`config.mk`:
```
export PLATFORM = sky130hd
export DESIGN_NAME = sorted_insert_regs
export DESIGN_NICKNAME = d
export VERILOG_FILES = /design/src/rtl/sorted_insert_regs.sv
export SDC_FILE = /design/constraint.sdc
export NUM_CORES = 1
export LEC_CHECK = 0
export ABC_AREA = 1
export CAP_MARGIN = 20
export CORE_AREA = 2 2 102 104
export CTS_BUF_LIST = sky130_fd_sc_hd__clkbuf_8
export DETAILED_ROUTE_END_ITERATION = 16
export DIE_AREA = 0 0 104 106
export PLACE_DENSITY = 0.74
export SETUP_SLACK_MARGIN = 0.02
export SYNTH_ARGS = -nofsm -noshare
export SYNTH_HDL_FRONTEND = slang
export SYNTH_SLANG_ARGS = --single-unit
```
`constraint.sdc`:
```
create_clock -name clk -period 2 [get_ports clk]
set_input_delay 0.3 -clock clk [delete_from_list [all_inputs] [get_ports clk]]
set_output_delay 0.3 -clock clk [all_outputs]
set_load 0.03 [all_outputs]
```
`src/rtl/sorted_insert_regs.sv`:
```
module sorted_insert_regs #(
  parameter int WIDTH = 8,
  parameter int DEPTH = 8,
  localparam int CW = $clog2(DEPTH + 1)
) (
  input  logic                   clk,
  input  logic                   rst,
  input  logic                   ins_en,
  input  logic [WIDTH-1:0]       ins_data,
  output logic [DEPTH*WIDTH-1:0] cells,
  output logic [DEPTH-1:0]       valid,
  output logic [CW-1:0]          count,
  output logic                   full,
  output logic                   reject
);

  logic [WIDTH-1:0] mem      [DEPTH];
  logic [WIDTH-1:0] mem_nxt  [DEPTH];
  logic [DEPTH-1:0] vld, vld_nxt, above;
  logic [CW-1:0]    cnt;
  logic             rej_q;

  assign full  = (cnt == CW'(DEPTH));
  wire   take  = ins_en && !full;

  for (genvar g = 0; g < DEPTH; g++) begin : g_cell
    assign above[g] = !vld[g] || (mem[g] > ins_data);
    if (g == 0) begin : g_bottom
      assign mem_nxt[g] = ins_data;
      assign vld_nxt[g] = 1'b1;
    end else begin : g_upper
      assign mem_nxt[g] = above[g-1] ? mem[g-1] : ins_data;
      assign vld_nxt[g] = vld[g-1];
    end
    assign cells[g*WIDTH +: WIDTH] = mem[g];
  end

  always_ff @(posedge clk) begin
    if (take) begin
      for (int i = 0; i < DEPTH; i++)
        if (above[i]) mem[i] <= mem_nxt[i];
    end
  end

  always_ff @(posedge clk) begin
    if (rst) begin
      vld   <= '0;
      cnt   <= '0;
      rej_q <= 1'b0;
    end else begin
      rej_q <= ins_en && full;
      if (take) begin
        cnt <= cnt + 1'b1;
        for (int i = 0; i < DEPTH; i++)
          if (above[i]) vld[i] <= vld_nxt[i];
      end
    end
  end

  assign valid  = vld;
  assign count  = cnt;
  assign reject = rej_q;

endmodule


```
## Word level (Yosys, flattened, before mapping)

Memories as Yosys holds them, arrays and structs flattened.
Cells that the tools add are included.

| word-level totals | value |
|---|---|
| memories kept | 1 |
| output and inout port bits | 78 |
| bits in latches | 0 |
| register bits after elaboration | 13 |
| bits of input ports | 11 |
| RAM bits | 64 |
| bits in read-only memories | 0 |
| word-level logic and storage cells | 79 |

| operators by class | value |
|---|---|
| div/mod/pow operators | 0 |
| shifts and indexed selects | 0 |
| add/subtract/negate cells | 1 |
| reductions and logical operators | 27 |
| muxes and demuxes | 31 |
| multiply operators | 0 |
| equality and inequality tests | 1 |
| order comparisons | 8 |
| bitwise logic cells | 0 |

Memory list:

| memory | words | width | rd ports | clocked after memory_dff | write ports | RTL line | text |
|---|---|---|---|---|---|---|---|
| mem | 8 | 8 | 8 | 0 | 8 | 17 | `logic [WIDTH-1:0] mem [DEPTH];` |

Operators with widths:

| kind | count |
|---|---|
| greater-than comparator 8 bit | 8 |
| two-way mux 8 bit | 7 |
| two-way mux 1 bit | 24 |
| AND reduction 2 bit | 8 |
| zero test 1 bit | 9 |
| logical OR 1 bit | 8 |
| adder 4 x 1 -> 4 bit, second input constant | 1 |
| equality test 4 bit, second input constant | 1 |
| logical AND 1 bit | 2 |

## Longest topological paths before layout

Gate-level depths: netlist of run 1.
An unclocked memory read counts as a cell.

| depth | value |
|---|---|
| depth in word-level cells | 6 |
| gate-level depth with buffers | 14 |

## Worst setup path before layout of run 1

No wires, ideal clock.

| timing path | value |
|---|---|
| path kind | flip-flop to flip-flop |
| start point | register cnt[0] (netlist: count[0]) |
| end point | memory mem[0][0] (enable) |
| data required time | 1.625 ns |
| clock period less this slack | 2.178 ns |
| setup slack | -0.178 ns |
| stages on the path, launching flop included | 9 |
| arrival | 1.802 ns |
| cell sequence | dfxtp_1 > inv_1 > ha_1 > nand3_2 > inv_2 > nor2_4 > inv_2 > buf_6 > a21oi_1 |

RTL lines:

| element | RTL line | text |
|---|---|---|
| start: declaration | 20 | `logic [CW-1:0] cnt;` |
| start signal: assignment | 53 | `cnt <= cnt + 1'b1;` |
| end: declaration | 17 |  |

==> results of run 1 <==
[flip-flops by register name, indices dropped and copies added, names as in the netlist]
register,cells
count,4
mem,64
reject,1
valid,8
[cell usage after synthesis (all sizes together)]
library cell    n  area, um^2
a21oi          35         175
buf             8        90.1
a21o            7        52.6
nand4           9        56.3
dfxtp          13         260
nor3            1        5.00
o21a            2        15.0
nor2           26         105
xor2            1        8.76
nand2         158         656
o21ai          49         245
a211oi          2        15.0
ha             66         826
clkbuf          2        7.51
nand3          16        85.1
edfxtp         64        1920
inv            60         225
[worst max-delay path, stage by stage (launching register included)]
cell and delay (ps):
edfxtp_1 490, ha_4 320, nand2_1 50, inv_1 80, nand2_1 80, nand2_1 80
nand2_1 70, nand2_2 80, nand2_4 90, a21oi_2 180, buf_6 160
[cells by family (layout without fill, tap and decap cells)]
kind of cell / Yosys count / in the layout / synth area share [%]
XOR/XNOR: 1 / 1 / 0.184
adder cells (fa/ha/maj): 66 / 66 / 17.4
flip-flops: 77 / 77 / 45.9
AND/OR/NAND/NOR: 210 / 214 / 19.1
buffers and inverters: 70 / 215 / 6.80
AO/OA/AOI/OAI: 95 / 95 / 10.6
[how the worst max path moves through the flow]
stage	to	slack [ps]
floorplan	mem[0][0]	-180
global placement	mem[0][10]	-380
detailed placement	mem[0][16]	-470
CTS	mem[1][2]	20
global route	mem[1][17]	-20
finish	mem[1][23]	40
[per-layer routing]
metal / vias to the layer above / track usage (%) / wire length, um
met5: - / 0 / 0
met4: 0 / 11.3 / 352
met3: 36 / 4.48 / 924
met2: 192 / 40.7 / 6880
met1: 2053 / 28.7 / 5820
li1: 2065 / - / -
[power breakdown]
group,switching [mW],total (mW),leakage (nW),internal [mW]
logic,1.10,1.88,2.30,0.786
registers,0.205,2.19,0.732,1.98
clock network,0.586,1.02,0.0951,0.435
[what timing repair did]
action | 4_1_cts | 5_1_grt
setup endpoints to repair | 103 | 125
buffers inserted | 0 | 3
pin swaps | 1 | 21
gates cloned | 0 | 6
endpoints found under the hold margin | 0 | 0
gates resized for setup | 11 | 57
[layout make-up]
type / count / area, um^2 / share of cell area (%)
Tap cell: 136 / 170 / 2.53
Multi-Input combinational cell: 376 / 2560 / 38.1
Sequential cell: 77 / 2180 / 32.5
Timing Repair Buffer: 139 / 1420 / 21.1
Inverter: 60 / 225 / 3.35
Clock inverter: 7 / 36.3 / 0.540
Clock buffer: 9 / 124 / 1.84
==> metrics, run 1 <==
synthesized net count 596; synth unique cells 23; WL per Instance 17.4 um; first-pass GRT wire length 20600 um; Final Power 5.09 mW; post-route cell area 0.00672 mm^2; I/O pin total 89; Vias 4346; initial antenna violation count 0; Worst-path clk slew 90 ps; reg2reg end mem[1][23]; Worst Path Arrival 2030 ps; gr ovfl total 0; CP required 2070 ps; R2R Setup Slk 40 ps; Root Buffer clkbuf_8; vias in the first global route 4288; vias per inst 5.41; Worst Hold End mem[0][4]; Starting Density 47.5%; Worst setup EP type register; Syn-to-layout area delta 41.4%; Final Max Slew Viols 0; cts hold-fix bufs 0; Cell Area, Placed 0.00612 mm^2; synthesized cell area 0.00475 mm^2; Final min period 1960 ps; Slew headroom 66.9%; Num CTS Buffers 9; final hold violation count 0; Synthesis Warnings 0; gr usage total 23.7%; maximum fanout along the worst path 8; Max Cap Viol 0; pin count of the biggest net entering global routing 19; 1st-pass router iterations 5; WL final 14000 um; DP HPWL 9410 um; hold slack 280 ps; RD Place Congestion 0.874; worst r2r src mem[1][19]; sequential area share after synthesis 45.9%; PnR worst setup slack 43.9 ps; Core Region 0.0100 mm^2; Worst-Margin Slew 494 ps; Reg2Reg Depth 10; Seq cells post-synth 77; min-delay src ins_data[4]; Filler cells 766; CTS tree yes; DRC violations left 0; Non-Filler Instances 804; most frequent cells in the layout nand2_1, clkdlybuf4s50_1, edfxtp_1; CTS HTree Levels 3; Rows 37; most common cell after layout, fill and taps aside nand2_1; # clock sinks 77; Die Area 0.0110 mm^2; leakage 3.13 nW; worst min path class input port to register; outcome finished clean; final setup vio count 0; Port-buffer cells 88; DRT iter0 DRCs 281; clock skew 14.0 ps; kind of critical path register to register; dpl ws -468 ps; hold depth 2; Fmax 511 MHz; fin crit share 97.8%; die height 106 um; Skew-Pair Late Insertion Delay 350 ps; n_diodes 0; Placed Cells 779; layout cells sized above 1 18.7%; setup TNS 0 ps; Cell Pwr Density 758 mW/mm^2; post-layout util 67.2%; Chip Width 104 um; Post-layout nets 740; Max rail drop VDD 0.000430 V; Post-DRT Antenna Nets 0; launch point of the worst path mem[1][19]; CP Launch Type register; CTS Buffer Depth 2; Avg Cell Area, Syn 9.15 um^2; Cells after Synth 519
Power figures use the tool's default switching activity.
==> run 2: changes to the inputs <==
--- a/config.mk
+++ b/config.mk
@@ -6,9 +6,9 @@
 export NUM_CORES = 1
 export LEC_CHECK = 0
 export ABC_AREA = 1
-export CAP_MARGIN = 20
 export CORE_AREA = 2 2 102 104
 export CTS_BUF_LIST = sky130_fd_sc_hd__clkbuf_8
+export CTS_CLUSTER_DIAMETER = 60
 export DETAILED_ROUTE_END_ITERATION = 16
 export DIE_AREA = 0 0 104 106
 export PLACE_DENSITY = 0.74
==> results of run 2 <==
The final DEF is identical to that of run 1; final timing and power are the same.
